`config.mk`:
```
export PLATFORM = sky130hd
export DESIGN_NAME = daq_adc_regs
export DESIGN_NICKNAME = d
export VERILOG_FILES = /design/src/rtl/daq_adc_regs_pkg.sv /design/src/rtl/daq_adc_regs_ctrl.sv /design/src/rtl/daq_adc_regs_datapath.sv /design/src/rtl/daq_adc_regs.sv
export SDC_FILE = /design/constraint.sdc
export NUM_CORES = 1
export LEC_CHECK = 0
export BUFFER_PORTS_ARGS = -buffer_cell sky130_fd_sc_hd__buf_2
export CAP_MARGIN = 20
export CORE_ASPECT_RATIO = 1.5
export CORE_MARGIN = 1
export CORE_UTILIZATION = 48
export DETAILED_ROUTE_END_ITERATION = 16
export PLACE_DENSITY = 0.93
export SLEW_MARGIN = 10
export SYNTH_ARGS = -nofsm -noshare
export SYNTH_HDL_FRONTEND = slang
export SYNTH_SLANG_ARGS = --single-unit
```
`constraint.sdc`:
```
create_clock -name clk -period 2.6 [get_ports clk]
set_input_delay 0.52 -clock clk [delete_from_list [all_inputs] [get_ports clk]]
set_output_delay 0.52 -clock clk [all_outputs]
set_load 0.01 [all_outputs]
```
`src/rtl/daq_adc_regs_pkg.sv`:
```
package daq_adc_regs_pkg;
  localparam int ADDR_W = 4;
  localparam logic [ADDR_W-1:0] OFF_CTRL = 4'h0;
  localparam logic [ADDR_W-1:0] OFF_LOW  = 4'h8;
  localparam logic [ADDR_W-1:0] OFF_HIGH = 4'h9;
  localparam int CHAN_W = 4;
  localparam int GAIN_W = 2;
  localparam int DIN_W  = 5;

  typedef struct packed {
    logic loadCtrl;
    logic trigger;
    logic rdStatus;
    logic rdLow;
    logic rdHigh;
  } daqStrobes_t;
endpackage

```
`src/rtl/daq_adc_regs_ctrl.sv`:
```
module daq_adc_regs_ctrl
  import daq_adc_regs_pkg::*;
(
  input  logic              clk,
  input  logic              rstN,
  input  logic [ADDR_W-1:0] busAddr,
  input  logic              busWrEn,
  input  logic              busRdEn,
  output daqStrobes_t       strb,
  output logic              adcStart
);
  always_comb begin
    strb.loadCtrl = busWrEn && (busAddr == OFF_CTRL);
    strb.rdStatus = busRdEn && (busAddr == OFF_CTRL);
    strb.rdLow    = busRdEn && (busAddr == OFF_LOW);
    strb.rdHigh   = busRdEn && (busAddr == OFF_HIGH);
    strb.trigger  = strb.rdLow;
  end

  always_ff @(posedge clk) begin
    if (!rstN) adcStart <= 1'b0;
    else       adcStart <= strb.trigger;
  end

  // a start pulse is always preceded by a low-byte read on the bus
  assert_start_after_read_R4: assert property (@(posedge clk) disable iff (!rstN)
    $rose(adcStart) |-> $past(busRdEn) && $past(busAddr) == OFF_LOW);
endmodule

```
`src/rtl/daq_adc_regs_datapath.sv`:
```
module daq_adc_regs_datapath
  import daq_adc_regs_pkg::*;
#(
  parameter int RES_W       = 12,
  parameter int SYNC_STAGES = 2
)(
  input  logic              clk,
  input  logic              rstN,
  input  daqStrobes_t       strb,
  input  logic [7:0]        busWrData,
  output logic [7:0]        busRdData,
  output logic [CHAN_W-1:0] chanSel,
  output logic [GAIN_W-1:0] gainSel,
  output logic              pacerEn,
  output logic              pacerIrqEn,
  input  logic              timer2Lvl,
  input  logic              pacerLvl,
  input  logic [DIN_W-1:0]  digIn,
  input  logic              adcBusy,
  input  logic [RES_W-1:0]  adcData
);
  localparam int HI_W = RES_W - 8;

  logic [7:0]             ctrlReg;
  logic [SYNC_STAGES-1:0] busySync;
  logic                   busyPrev;
  logic                   busyFall;
  logic                   pending;
  logic                   eoc;
  logic                   capture;
  logic [RES_W-1:0]       resultHold;

  always_ff @(posedge clk) begin
    if (!rstN)              ctrlReg <= '0;
    else if (strb.loadCtrl) ctrlReg <= busWrData;
  end

  assign chanSel    = ctrlReg[CHAN_W-1:0];
  assign gainSel    = ctrlReg[CHAN_W+GAIN_W-1:CHAN_W];
  assign pacerEn    = ctrlReg[6];
  assign pacerIrqEn = ctrlReg[7];

  generate
    if (SYNC_STAGES > 1) begin : gSyncChain
      always_ff @(posedge clk) begin
        if (!rstN) busySync <= '0;
        else       busySync <= {busySync[SYNC_STAGES-2:0], adcBusy};
      end
    end else begin : gSyncSingle
      always_ff @(posedge clk) begin
        if (!rstN) busySync <= '0;
        else       busySync <= adcBusy;
      end
    end
  endgenerate

  always_ff @(posedge clk) begin
    if (!rstN) busyPrev <= 1'b0;
    else       busyPrev <= busySync[SYNC_STAGES-1];
  end

  assign busyFall = busyPrev && !busySync[SYNC_STAGES-1];
  assign capture  = busyFall && pending;

  always_ff @(posedge clk) begin
    if (!rstN) begin
      pending    <= 1'b0;
      eoc        <= 1'b0;
      resultHold <= '0;
    end else begin
      if (capture) resultHold <= adcData;
      if (strb.trigger) begin
        pending <= 1'b1;
        eoc     <= 1'b0;
      end else if (capture) begin
        pending <= 1'b0;
        eoc     <= 1'b1;
      end
    end
  end

  always_comb begin
    busRdData = 8'h00;
    if (strb.rdStatus)    busRdData = {timer2Lvl, pacerLvl, eoc, digIn};
    else if (strb.rdLow)  busRdData = resultHold[7:0];
    else if (strb.rdHigh) busRdData = {{(8-HI_W){1'b0}}, resultHold[RES_W-1:8]};
  end

  // a decoded control write lands on the select outputs one clock later
  assert_ctrl_load_R2: assert property (@(posedge clk) disable iff (!rstN)
    strb.loadCtrl |=> {pacerIrqEn, pacerEn, gainSel, chanSel} == $past(busWrData));
  // a trigger always leaves end-of-conversion clear
  assert_eoc_clear_R5: assert property (@(posedge clk) disable iff (!rstN)
    strb.trigger |=> !eoc);
  // the flag never shows while a conversion is outstanding
  assert_eoc_pending_R5: assert property (@(posedge clk) disable iff (!rstN)
    pending |-> !eoc);
  // a busy fall with nothing outstanding leaves the flag alone
  assert_stray_fall_R8: assert property (@(posedge clk) disable iff (!rstN)
    (busyFall && !pending && !strb.trigger) |=> $stable(eoc) && $stable(resultHold));
endmodule

```
`src/rtl/daq_adc_regs.sv`:
```
module daq_adc_regs
  import daq_adc_regs_pkg::*;
#(
  parameter int RES_W       = 12,
  parameter int SYNC_STAGES = 2
)(
  input  logic              clk,
  input  logic              rstN,
  input  logic [ADDR_W-1:0] busAddr,
  input  logic              busWrEn,
  input  logic [7:0]        busWrData,
  input  logic              busRdEn,
  output logic [7:0]        busRdData,
  output logic [CHAN_W-1:0] chanSel,
  output logic [GAIN_W-1:0] gainSel,
  output logic              pacerEn,
  output logic              pacerIrqEn,
  input  logic              timer2Lvl,
  input  logic              pacerLvl,
  input  logic [DIN_W-1:0]  digIn,
  output logic              adcStart,
  input  logic              adcBusy,
  input  logic [RES_W-1:0]  adcData
);
  daqStrobes_t strb;

  daq_adc_regs_ctrl u_ctrl (
    .clk(clk), .rstN(rstN), .busAddr(busAddr), .busWrEn(busWrEn),
    .busRdEn(busRdEn), .strb(strb), .adcStart(adcStart)
  );

  daq_adc_regs_datapath #(.RES_W(RES_W), .SYNC_STAGES(SYNC_STAGES)) u_dp (
    .clk(clk), .rstN(rstN), .strb(strb), .busWrData(busWrData),
    .busRdData(busRdData), .chanSel(chanSel), .gainSel(gainSel),
    .pacerEn(pacerEn), .pacerIrqEn(pacerIrqEn), .timer2Lvl(timer2Lvl),
    .pacerLvl(pacerLvl), .digIn(digIn), .adcBusy(adcBusy), .adcData(adcData)
  );
endmodule

```
==> metrics <==
status complete, no violations; final critical path time including I/O delays and setup 2080 ps; Ys Warns 0; Post-DP HPWL 1840 µm; Max Slew Vio Count 0; CP peak stage delay 330 ps; number of global-route vias before repair 929; Stages on worst setup path 5; cells after synthesis 124; worst setup slack after placement 511 ps; final routed wirelength across all metal layers 2370 µm; nature of the critical path endpoint output port; top_reg_cell synth sky130_fd_sc_hd__dfxtp_1; final setup vio count 0; number of iterations in the first detailed-routing pass 4; clock sink count 26; data required time at the worst endpoint 2080 ps; Final period util 0.801; via count normalized by instance count 5.22; Setup Fix Bufs, Post-CTS 0; number of routed nets with antenna violations 0; post-layout net count 207; Data arrival, critical path 1560 ps; normalized max-slew margin 0.671; Port Buf Inserts 52; drt wl/cell 12.3 µm; quantity of gates resized following cts 0; DRC 0; Tightest Pin Transition 493 ps; maximum number of pins on one net before global-route repair 36; count of non-filler cells in the finished layout 193; Max stage delay cell, worst path sky130_fd_sc_hd__nor2_2; num ports 53; Clock Tree Buf Depth 2; worst-path cell chain buf_2 -> nand4bb_1 -> nor2_2 -> a22o_1 -> buf_2; sequential-to-total area share from yosys stat 0.462; nets in the synthesized netlist 160; Clock H-tree levels 1; Clk Tree Root Cell sky130_fd_sc_hd__clkbuf_4; category of the critical setup timing path input port to output port; commonest cells in the netlist sky130_fd_sc_hd__nand2_1 (41), sky130_fd_sc_hd__dfxtp_1 (26), sky130_fd_sc_hd__mux2i_1 (12); cell with the most instances after synthesis sky130_fd_sc_hd__nand2_1; number of library cell types mapped by synthesis 19; synthesized area per cell 9.09 µm²; count of buffering cells on the critical path with inverters included 2; global-route wire length before repair 3800 µm; total CTS buffers 3; effective utilization at floorplan 0.505; count of flip-flops with a built-in enable after synthesis 0; sum of negative setup slack 0 ps; aggregate global routing overflow 0; Multi-input gate area 543 µm²; routability congestion estimate 0.760; diodes inserted 0; portion of synthesized cell area occupied by the leading cell type 0.462; number of core rows 21; final-report hold violation count 0; highest clock rate 480 MHz; largest fanout on the critical path 7; setup repair after global routing missed its margin false; fraction of registers with async set/reset 0; number of DRC markers after the initial detailed-route iteration 9; IR Drop Worst-Case VDD 360 µV; origin of the worst min-delay path adcBusy; total power divided by cell area 524 mW/mm²; full die area 0.00255 mm²; cell taking the most area after synthesis sky130_fd_sc_hd__dfxtp_1; depth of the worst register-to-register path 3; GRT Overall Usage 0.195; flip-flop and latch count after synthesis 26; core footprint 0.00223 mm²; filler instances 197; ratio of cells with drive above 1 in the final layout 0.353; Crit path top cell by count sky130_fd_sc_hd__buf_2; clock tree from TritonCTS yes; CTS hold repair buffers 0; initial antenna violation count 0; startpoint type of the worst setup path input port; Tot Pwr 0.736 mW; Worst R2R Start u_dp.busySync[1]; biggest area contributors in the synthesized netlist sky130_fd_sc_hd__dfxtp_1 (46%), sky130_fd_sc_hd__nand2_1 (14%), sky130_fd_sc_hd__mux2i_1 (11%); routed via count 1007; hold depth 2; worst min-delay path category input port to flip-flop; crit path launch busAddr[1]; DIE WIDTH 41.6 µm; clock latency reported for the late side of the worst-skew pair 330 ps; post-CTS clock slew at the launch and capture registers of the worst setup and hold paths 130 ps; Area growth, synth to finish 24.6%; vertical die dimension 61.4 µm; final cell utilization of the core 0.629; max-cap viol count 0; fin worst setup slack 517 ps; total leakage power 0.625 nW; maximum clock skew at final layout 2.43 ps; cell count after placement 189; area used by sequential logic in the layout 520 µm²; top cell family by delay on the critical path simple AND/OR/NAND/NOR gates; netlist area before placement 0.00113 mm²
report_power, final:
part	internal [mW]	leakage, nW	total, mW	switching [mW]
logic	0.0311	0.387	0.0576	0.0266
clock network	0.156	0.0279	0.274	0.118
registers	0.403	0.210	0.404	0.00178
total	0.590	0.625	0.736	0.147
metal layers:
| metal | vias to the layer above | track usage | wire (µm) |
|---|---|---|---|
| met5 | - | 0 | 0 |
| met4 | 0 | 0.0968 | 53 |
| met2 | 39 | 0.388 | 1320 |
| met1 | 456 | 0.199 | 898 |
| li1 | 507 | - | - |
| met3 | 5 | 0.0235 | 105 |
final cells by class:
class	instances	area share
multi-input cells	88	0.386
flip-flops and latches	26	0.370
repair buffers	52	0.185
clock inverters	1	0.0214
well taps	23	0.0205
clock buffers	3	0.0160
per-stage QoR:
stage | cell area, µm² | hold slack (ps)
after floorplan | 1130 | 412
after global placement | 1350 | 423
after detailed placement | 1350 | 427
after CTS | 1410 | 387
after global routing | 1410 | 389
final | 1410 | 389
state kept, by name, summed over array words and instances, names as in the netlist:
signal           cells
u_dp.eoc             1
u_dp.resultHold     12
u_dp.pending         1
u_ctrl.adcStart      1
u_dp.ctrlReg         8
u_dp.busyPrev        1
u_dp.busySync        2
kinds of logic (layout without fill, tap and decap cells):
kind of cell	count (synthesis)	count (layout)	share of synthesized area
flip-flops	26	26	0.462
buffers and inverters	10	56	0.0566
AND/OR/NAND/NOR	54	54	0.221
AO/OA/AOI/OAI	22	22	0.154
multiplexers	12	12	0.107
cells in the final DEF (no fill, tap or decap), types with 2 or more instances in the layout:
master	netlist	routed
sky130_fd_sc_hd__dfxtp_1	26	26
sky130_fd_sc_hd__a21boi_0	4	4
sky130_fd_sc_hd__nand2_1	41	41
sky130_fd_sc_hd__and2_1	4	4
sky130_fd_sc_hd__buf_2	3	52
sky130_fd_sc_hd__o2bb2ai_1	5	5
sky130_fd_sc_hd__clkbuf_4	0	3
sky130_fd_sc_hd__and3_4	2	2
sky130_fd_sc_hd__a21boi_1	8	8
sky130_fd_sc_hd__mux2i_1	12	12
sky130_fd_sc_hd__nor2_1	2	2
sky130_fd_sc_hd__nor2_2	2	2
sky130_fd_sc_hd__a22o_1	4	4
path summary, 6_finish.rpt:
path	end	slack (ps)
worst max register to register	u_dp.resultHold[6]	1440
worst min-delay path	u_dp.busySync[0]	390
worst min register to register	u_dp.busySync[1]	460
worst max-delay path	busRdData[7]	520
Power figures use the tool's default switching activity.
